**src/rtl/seg_xlate_pkg.sv**
```systemverilog
package seg_xlate_pkg;

  localparam int unsigned SEG_W_DFLT  = 3;
  localparam int unsigned BASE_W_DFLT = 16;
  localparam int unsigned LIM_W_DFLT  = 16;

  typedef enum logic [1:0] {
    XL_PASS     = 2'd0,
    XL_BAD_SEG  = 2'd1,
    XL_OVER_LIM = 2'd2
  } xl_verdict_e;

endpackage

```
**src/rtl/seg_tbl.sv**
```systemverilog
module seg_tbl #(
  parameter int SEG_W  = 3,
  parameter int BASE_W = 16,
  parameter int LIM_W  = 16
) (
  input  logic              clk,
  input  logic              rst_n,
  input  logic              wr_en,
  input  logic [SEG_W-1:0]  wr_idx,
  input  logic [BASE_W-1:0] wr_base,
  input  logic [LIM_W-1:0]  wr_lim,
  input  logic              len_we,
  input  logic [SEG_W:0]    len_in,
  input  logic [SEG_W-1:0]  rd_idx,
  output logic [BASE_W-1:0] rd_base,
  output logic [LIM_W-1:0]  rd_lim,
  output logic [SEG_W:0]    len_q
);

  localparam int N_ENT = 1 << SEG_W;

  logic [BASE_W-1:0] base_q [N_ENT];
  logic [LIM_W-1:0]  lim_q  [N_ENT];
  logic [N_ENT-1:0]  ent_en;

  // one write enable per slot
  for (genvar g = 0; g < N_ENT; g++) begin : g_dec
    assign ent_en[g] = wr_en && (wr_idx == SEG_W'(g));
  end

  always_ff @(posedge clk or negedge rst_n) begin
    if (!rst_n) begin
      for (int i = 0; i < N_ENT; i++) begin
        base_q[i] <= '0;
        lim_q[i]  <= '0;
      end
    end else begin
      for (int i = 0; i < N_ENT; i++) begin
        if (ent_en[i]) begin
          base_q[i] <= wr_base;
          lim_q[i]  <= wr_lim;
        end
      end
    end
  end

  always_ff @(posedge clk or negedge rst_n) begin
    if (!rst_n) begin
      len_q <= '0;
    end else if (len_we) begin
      len_q <= len_in;
    end
  end

  // combinational read: the request sees the table as of the current cycle
  assign rd_base = base_q[rd_idx];
  assign rd_lim  = lim_q[rd_idx];

  // a written slot holds the written pair on the next cycle
  a_r7_entry_stored: assert property (@(posedge clk) disable iff (!rst_n)
    wr_en |=> (base_q[$past(wr_idx)] == $past(wr_base)) &&
              (lim_q[$past(wr_idx)] == $past(wr_lim)));

  // count write lands on the next cycle
  a_r7_len_stored: assert property (@(posedge clk) disable iff (!rst_n)
    len_we |=> len_q == $past(len_in));

endmodule

```
**src/rtl/seg_chk.sv**
```systemverilog
module seg_chk
  import seg_xlate_pkg::*;
#(
  parameter int SEG_W  = 3,
  parameter int BASE_W = 16,
  parameter int LIM_W  = 16,
  parameter int PA_W   = 17
) (
  input  logic [SEG_W-1:0]  seg,
  input  logic [LIM_W-1:0]  ofs,
  input  logic [SEG_W:0]    len,
  input  logic [BASE_W-1:0] base,
  input  logic [LIM_W-1:0]  lim,
  output xl_verdict_e       verdict,
  output logic [PA_W-1:0]   paddr
);

  logic seg_out;
  logic ofs_out;

  assign seg_out = ({1'b0, seg} >= len);
  assign ofs_out = (ofs >= lim);
  assign paddr   = PA_W'(base) + PA_W'(ofs);

  // the table-length check takes priority over the limit check
  always_comb begin
    if (seg_out)      verdict = XL_BAD_SEG;
    else if (ofs_out) verdict = XL_OVER_LIM;
    else              verdict = XL_PASS;
  end

endmodule

```
**src/rtl/seg_xlate_top.sv**
```systemverilog
module seg_xlate_top
  import seg_xlate_pkg::*;
#(
  parameter int SEG_W  = SEG_W_DFLT,
  parameter int BASE_W = BASE_W_DFLT,
  parameter int LIM_W  = LIM_W_DFLT,
  localparam int PA_W  = ((BASE_W > LIM_W) ? BASE_W : LIM_W) + 1
) (
  input  logic              clk,
  input  logic              rst_n,
  input  logic              cfg_we,
  input  logic [SEG_W-1:0]  cfg_idx,
  input  logic [BASE_W-1:0] cfg_base,
  input  logic [LIM_W-1:0]  cfg_limit,
  input  logic              len_we,
  input  logic [SEG_W:0]    len_val,
  input  logic              req_valid,
  input  logic [SEG_W-1:0]  req_seg,
  input  logic [LIM_W-1:0]  req_ofs,
  output logic              rsp_valid,
  output logic              rsp_fault,
  output logic [PA_W-1:0]   rsp_paddr
);

  // reset: asserted asynchronously, released on the clock
  logic [1:0] rst_sync_q;
  logic       rst_ni;

  always_ff @(posedge clk or negedge rst_n) begin
    if (!rst_n) rst_sync_q <= '0;
    else        rst_sync_q <= {rst_sync_q[0], 1'b1};
  end
  assign rst_ni = rst_sync_q[1];

  logic [BASE_W-1:0] sel_base;
  logic [LIM_W-1:0]  sel_lim;
  logic [SEG_W:0]    tbl_len;
  xl_verdict_e       verdict;
  logic [PA_W-1:0]   sum;

  seg_tbl #(.SEG_W(SEG_W), .BASE_W(BASE_W), .LIM_W(LIM_W)) u_tbl (
    .clk     (clk),
    .rst_n   (rst_ni),
    .wr_en   (cfg_we),
    .wr_idx  (cfg_idx),
    .wr_base (cfg_base),
    .wr_lim  (cfg_limit),
    .len_we  (len_we),
    .len_in  (len_val),
    .rd_idx  (req_seg),
    .rd_base (sel_base),
    .rd_lim  (sel_lim),
    .len_q   (tbl_len)
  );

  seg_chk #(.SEG_W(SEG_W), .BASE_W(BASE_W), .LIM_W(LIM_W), .PA_W(PA_W)) u_chk (
    .seg     (req_seg),
    .ofs     (req_ofs),
    .len     (tbl_len),
    .base    (sel_base),
    .lim     (sel_lim),
    .verdict (verdict),
    .paddr   (sum)
  );

  // next-state of the response stage
  logic            vld_d, flt_d;
  logic [PA_W-1:0] pa_d;

  always_comb begin
    vld_d = req_valid;
    flt_d = req_valid && (verdict != XL_PASS);
    pa_d  = (req_valid && (verdict == XL_PASS)) ? sum : '0;
  end

  always_ff @(posedge clk or negedge rst_ni) begin
    if (!rst_ni) begin
      rsp_valid <= 1'b0;
      rsp_fault <= 1'b0;
      rsp_paddr <= '0;
    end else begin
      rsp_valid <= vld_d;
      rsp_fault <= flt_d;
      rsp_paddr <= pa_d;
    end
  end

  // response strobe tracks the request one cycle later
  a_r2_rsp_follows: assert property (@(posedge clk) disable iff (!rst_ni)
    req_valid |=> rsp_valid);

  a_r2_no_spurious: assert property (@(posedge clk) disable iff (!rst_ni)
    !req_valid |=> !rsp_valid && !rsp_fault);

  // segment number at or beyond the count faults
  a_r3_seg_fault: assert property (@(posedge clk) disable iff (!rst_ni)
    (req_valid && ({1'b0, req_seg} >= tbl_len)) |=> rsp_fault);

  // offset at or beyond the limit faults
  a_r4_lim_fault: assert property (@(posedge clk) disable iff (!rst_ni)
    (req_valid && ({1'b0, req_seg} < tbl_len) && (req_ofs >= sel_lim)) |=> rsp_fault);

  // in-bounds request never faults
  a_r5_in_bounds: assert property (@(posedge clk) disable iff (!rst_ni)
    (req_valid && ({1'b0, req_seg} < tbl_len) && (req_ofs < sel_lim)) |=> !rsp_fault);

  // no address leaks out with a fault
  a_r6_fault_zero: assert property (@(posedge clk) disable iff (!rst_ni)
    rsp_fault |-> (rsp_paddr == '0) && rsp_valid);

endmodule

```
**config.mk**
```make
export PLATFORM = sky130hd
export DESIGN_NAME = seg_xlate_top
export DESIGN_NICKNAME = d
export VERILOG_FILES = /design/src/rtl/seg_xlate_pkg.sv /design/src/rtl/seg_tbl.sv /design/src/rtl/seg_chk.sv /design/src/rtl/seg_xlate_top.sv
export SDC_FILE = /design/constraint.sdc
export NUM_CORES = 1
export LEC_CHECK = 0
export CAP_MARGIN = 25
export CORE_MARGIN = 1.5
export CORE_UTILIZATION = 60
export CTS_CLUSTER_SIZE = 40
export DETAILED_ROUTE_END_ITERATION = 6
export PLACE_DENSITY_LB_ADDON = 0.12
export SETUP_SLACK_MARGIN = 0.4
export SLEW_MARGIN = 5
export SYNTH_ARGS = -nofsm -noshare
export SYNTH_HDL_FRONTEND = slang
export SYNTH_SLANG_ARGS = --single-unit
```
**constraint.sdc**
```tcl
create_clock -name clk -period 13 [get_ports clk]
set_clock_uncertainty 0.15 [all_clocks]
set_input_delay 1.3 -clock clk [delete_from_list [all_inputs] [get_ports clk]]
set_output_delay 1.3 -clock clk [all_outputs]
set_load 0.01 [all_outputs]
```
---- Yosys cells after proc, flatten, opt, wreduce, memory -nomap -nowiden ----
Cells that the tools add are included.
storage, ports and cells
  word-level logic and storage cells ...... 55
  output and inout port bits .............. 19
  register bits after elaboration ......... 281
  input port bits ......................... 63
operators by class
  multiplexer cells ....................... 9
  equal/unequal tests ..................... 7
  bitwise logic cells ..................... 1
  reductions and logical operators ........ 13
  add/sub/neg operators ................... 1
  $lt $le $gt $ge ......................... 3
operator list
  cell                  count
  $bmux W16 S3          2
  $mux W16              4
  $add A16 B16 Y17      1
  $mux W17              1
  $ge A16 B16 Y1        1
  $eq A3 B3 Y1 const B  4
  $logic_and A1 B1 Y1   10
  $eq A3 B2 Y1 const B  2
  $ge A3 B4 Y1          1
  $ge A4 B4 Y1 const B  1
  $mux W2               2
  $not A3 Y4            1
  $eq A3 B1 Y1 const B  1
  $logic_not A3 Y1      1
  $logic_not A2 Y1      1
  $reduce_bool A2 Y1    1

---- Longest topological paths before layout ----
  word-level depth ........................ 10
  gate-level depth with buffers ........... 12
  mapped depth without buffers ............ 10

---- Modules after synthesis ----
From an unflattened synthesis, not the netlist that was laid out.
unflattened totals
  cell total of the unflattened synthesis .. 881
  area, all modules ....................... 13862.0 sq um
by module, submodules not included
  module         area an instance (sq um)  cells each  instances  sequential area each (sq um)
  seg_tbl        11785.1                   673         1          6506.2
  seg_chk        1246.2                    165         1          0.0
  seg_xlate_top  830.8                     43          1          525.5

---- Worst setup path before layout ----
OpenSTA, ideal clock, no wires.
  kind .................................... input port to flip-flop
  start point ............................. input port req_seg[1]
  end point ............................... register rsp_paddr[14]
  stages on the path ...................... 12
  required time ........................... 12.743 ns
  library setup time ...................... 0.107 ns
  buffers on the path ..................... 2
  path slack .............................. 8.925 ns
  arrival ................................. 3.818 ns
  path through ............................ buf_2 > clkbuf_1 > mux4_2 > mux2_2 > ha_1 > inv_1 > fa_1 > nor2b_2 > o2111ai_2 > a21oi_2 > o211a_1 > a2111oi_4
between the ends
  word-level cells in the longest chain between the ends .. 10
  elaborated cells between the ends (all ways) .. 15
  those cells by class .................... add/sub: 1; order compare: 2; mux: 9; bitwise: 1; reduce/logical: 2
RTL lines
  item                                          line                          RTL
  start, declared                               seg_xlate_top.sv:18           input logic [SEG_W-1:0] req_seg,
  $not A3 Y4 (implied by the code)              seg_tbl.sv:56, seg_tbl.sv:57
  $bmux W16 S3                                  seg_tbl.sv:57                 assign rd_lim = lim_q[rd_idx];
  $mux W16 (implied by the code) (2 in series)  seg_tbl.sv:57
  $ge A16 B16 Y1                                seg_chk.sv:22                 assign ofs_out = (ofs >= lim);
  $mux W2                                       seg_chk.sv:28                 else if (ofs_out) verdict = XL_OVER_LIM;
  $mux W2                                       seg_chk.sv:27                 if (seg_out) verdict = XL_BAD_SEG;
  $logic_not A2 Y1                              seg_xlate_top.sv:73           pa_d = (req_valid && (verdict == XL_PASS)) ? sum : '0;
  $logic_and A1 B1 Y1                           seg_xlate_top.sv:73
  $mux W17 *                                    seg_xlate_top.sv:73
  via pa_d[14]                                  seg_xlate_top.sv:68           logic [PA_W-1:0] pa_d;
  end signal, assigned                          seg_xlate_top.sv:84           rsp_paddr <= pa_d;
  end, declared                                 seg_xlate_top.sv:22           output logic [PA_W-1:0] rsp_paddr
The timed path passes the listed nets; every way through them passes the cells marked *. The select of a mux whose other input is x is not followed.
A chain may end at the register's enable or synchronous reset.

---- Worst setup path after layout ----
  start point ............................. input port req_seg[0]
  end point ............................... register rsp_paddr[12]
Same word-level chain as after synthesis.

==> impl_metrics.toml <==
[global_routing]
grt_util_met1_pct = 39.1
use_met3_pct = 3.49
grt_pass1_vias = 8688
grt_pass1_wl_um = 49900
grt_overflow = 0
busiest_layer = "met2"
antenna_found_initial = 0
grt_max_degree = 83
grt_usage_pct = 27.5
met2_usage_pct = 45.6

[outcome]
status = "complete, but fails checks"
violations = "design-rule violations"

[drt]
initialDrtViolationCount = 476
first_pass_iters = 6
wl_per_cell_um = 24.5
drt_wl_total_um = 30900
vias_per_cell = 6.33
drtAntennaViolNets = 0
vias = 7975
drc = 9

[final_layout]
layout-drive-gt1-share_pct = 42.1
syn_to_final_growth_pct = 14.8
final_nets = 1057
seqCellArea_um2 = 7040
multi_input_area_um2 = 6190
final_area_um2 = 15500
antennaDiodeCount = 0
final_core_util_pct = 70.7
n_fill_cell = 1424

[die]
die_w_um = 153
start_util_pct = 61.6
ios = 82
die_h_um = 153
core-area_um2 = 22000
rows = 54
die_area_um2 = 23500

[clocking]
cts_made_buffers = 29
cts_root_buf = "clkbuf_16"
cts_resized = 0
cts_max_path_buffers = 3
cts_tree = "done"
clkLatencyLatePin_ns = 0.56
path_clk_slew_ns = 0.06
cts_hold_buf = 0
cts_max_level = 1
clock-sinks = 281
cts_setup_buffers = 0

[synthesis]
synth_top_family_by_area = "multiplexers"
synth-async-reset-ratio_pct = 100
ys_types = 63
synthMuxAreaShare_pct = 34.7
synth_cells = 879
yosys.area_share.xor_xnor_pct = 0.194
netlist.top_cell.by_area = "dfrtp_1"
dominantRegCellSynth = "dfrtp_1"
synth-seq-cells = 281
synth_edf_count = 0
synthAdderAreaFrac_pct = 3.39
synth_compound_area_share_pct = 4.35
synth-seq-area-share_pct = 52.0
synth-simple-area-share_pct = 2.90
synth_area_leaders = "dfrtp_1 (52%), mux2_2 (22%), mux4_2 (11%)"
yosys.area.top_type_share_pct = 52.0
synth_nets = 978
synth_area_um2 = 13500
avgSynthCellArea_um2 = 15.4
yosys_warnings = 0

[setup_path]
cp-startpoint = "req_seg[0]"
reg2reg_from = "u_tbl.base_q[32]$_DFFE_PN0P_"
worst_r2r_path_depth = 10
path_max_fanout = 39
criticalPathCategory = "in -> reg"
worstSetupEndpointType = "register"
critPathLaunchType = "input pin"
cp.required_ns = 13.28
arrival_ns = 4.92

[sta]
fin_crit_sh_pct = 35.7
max-slew-margin-rel_pct = 32.2
slew_viol_final = 0
worst_pin_slew_ns = 1.02
setup_violations = 0
hold_viol = 0
min_period_ns = 4.65
rsz0062_at_grt = "no"
finalSetupTns_ns = 0
fmax_mhz = 215

[power_and_ir_drop]
irDropWorstVdd_mv = 0.103
p_leak_uw = 0.00665
p_per_area_nw_per_um2 = 168

[placed_design]
place.gp.congestion = 0.939
dp.final_hpwl_um = 19000
port_buffers = 81
dpl_cell_area_um2 = 14500

[flow_run]
cap_violations = 0

[worst_hold_path]
min_path_type = "reg -> async"
[synthesized netlist by cell type (6+ instances only)]
| master | instances |
|---|---|
| inv_1 | 14 |
| nor2_1 | 15 |
| a21o_1 | 10 |
| nand4_1 | 6 |
| a21oi_1 | 14 |
| buf_4 | 7 |
| mux2_1 | 9 |
| ha_1 | 35 |
| mux2i_1 | 17 |
| mux4_2 | 64 |
| o21ai_0 | 6 |
| dfrtp_1 | 281 |
| mux2_2 | 265 |
| nand2_1 | 12 |
| clkbuf_1 | 9 |
| nor3_1 | 13 |
| buf_2 | 27 |
[metrics by stage]
| stage | power (uW) | worst slack (ns) | hold WS [ns] | instances |
|---|---|---|---|---|
| CTS | 2620 | 8.31 | 0.198 | 1257 |
| global placement | 1750 | 7.86 | 0.187 | 1205 |
| global route | 2730 | 8.11 | 0.207 | 1259 |
| detailed placement | 1800 | 7.73 | 0.185 | 1205 |
| finish | 2610 | 8.35 | 0.153 | 1259 |
| floorplan | 1610 | 4.44 | 0.181 | 879 |
[worst paths after layout]
| kind | to | slack, ns |
|---|---|---|
| max | rsp_paddr[12]$_DFF_PN0_ | 8.35 |
| min reg2reg | u_tbl.lim_q[64]$_DFFE_PN0P_ | 0.15 |
| min in group clk | rst_sync_q[1]$_DFF_PN0_ | 0.20 |
| max reg2reg | rsp_paddr[12]$_DFF_PN0_ | 9.92 |
| max in group asynchronous | u_tbl.lim_q[101]$_DFFE_PN0P_ | 10.35 |
| min | u_tbl.lim_q[64]$_DFFE_PN0P_ | 0.15 |
[layer usage]
metal	wire (um)	part of all wire [%]
met1	13600	44
met2	15400	50
met3	1290	4.2
met4	603	2.0
met5	0	0
[registers in the layout (all words and copies together), names as in the netlist]
signal / flops
rsp_paddr: 17
rsp_fault: 1
u_tbl.base_q: 128
rst_sync_q: 2
u_tbl.len_q: 4
u_tbl.lim_q: 128
rsp_valid: 1
[cells in the final DEF (no fill, tap or decap), drive strengths merged, types with 17 or more instances in the layout]
cell type      count
mux4              64
clkdlybuf4s50     78
clkbuf            44
mux2i             17
a21oi             18
ha                35
mux2             274
dfrtp            281
buf               19
[critical path: stages]
cell and delay [ns]:
buf_4 0.44, buf_4 0.73, mux4_2 0.58, mux2_2 0.28, ha_1 0.35, a21oi_2 0.23, nand2_1 0.07, a21o_1 0.23
or3_1 0.37, a31oi_1 0.30
[power by group]
| group | internal (uW) | switching [uW] | leakage, uW |
|---|---|---|---|
| clock network | 481 | 339 | 0.000463 |
| logic | 351 | 275 | 0.00279 |
| registers | 1060 | 101 | 0.00340 |
| total | 1900 | 714 | 0.00665 |
[kinds of logic (layout without fill, tap and decap cells)]
kind of cell    count (synthesis)  count (layout)
other cells                     1               1
buf+inv                        63             163
mux                           355             355
fa+ha+maj                      36              36
simple gates                   71              71
xor+xnor                        3               3
compound gates                 69              69
flops                         281             281
[area by class of cell]
type / count / share of cell area [%]
Multi-Input combinational cell: 535 / 39.9
Clock buffer: 44 / 5.36
Sequential cell: 281 / 45.3
Tap cell: 280 / 2.26
Timing Repair Buffer: 97 / 6.13
Clock inverter: 8 / 0.701
Inverter: 14 / 0.339
Note: power is estimated with default switching activity, not from simulation.
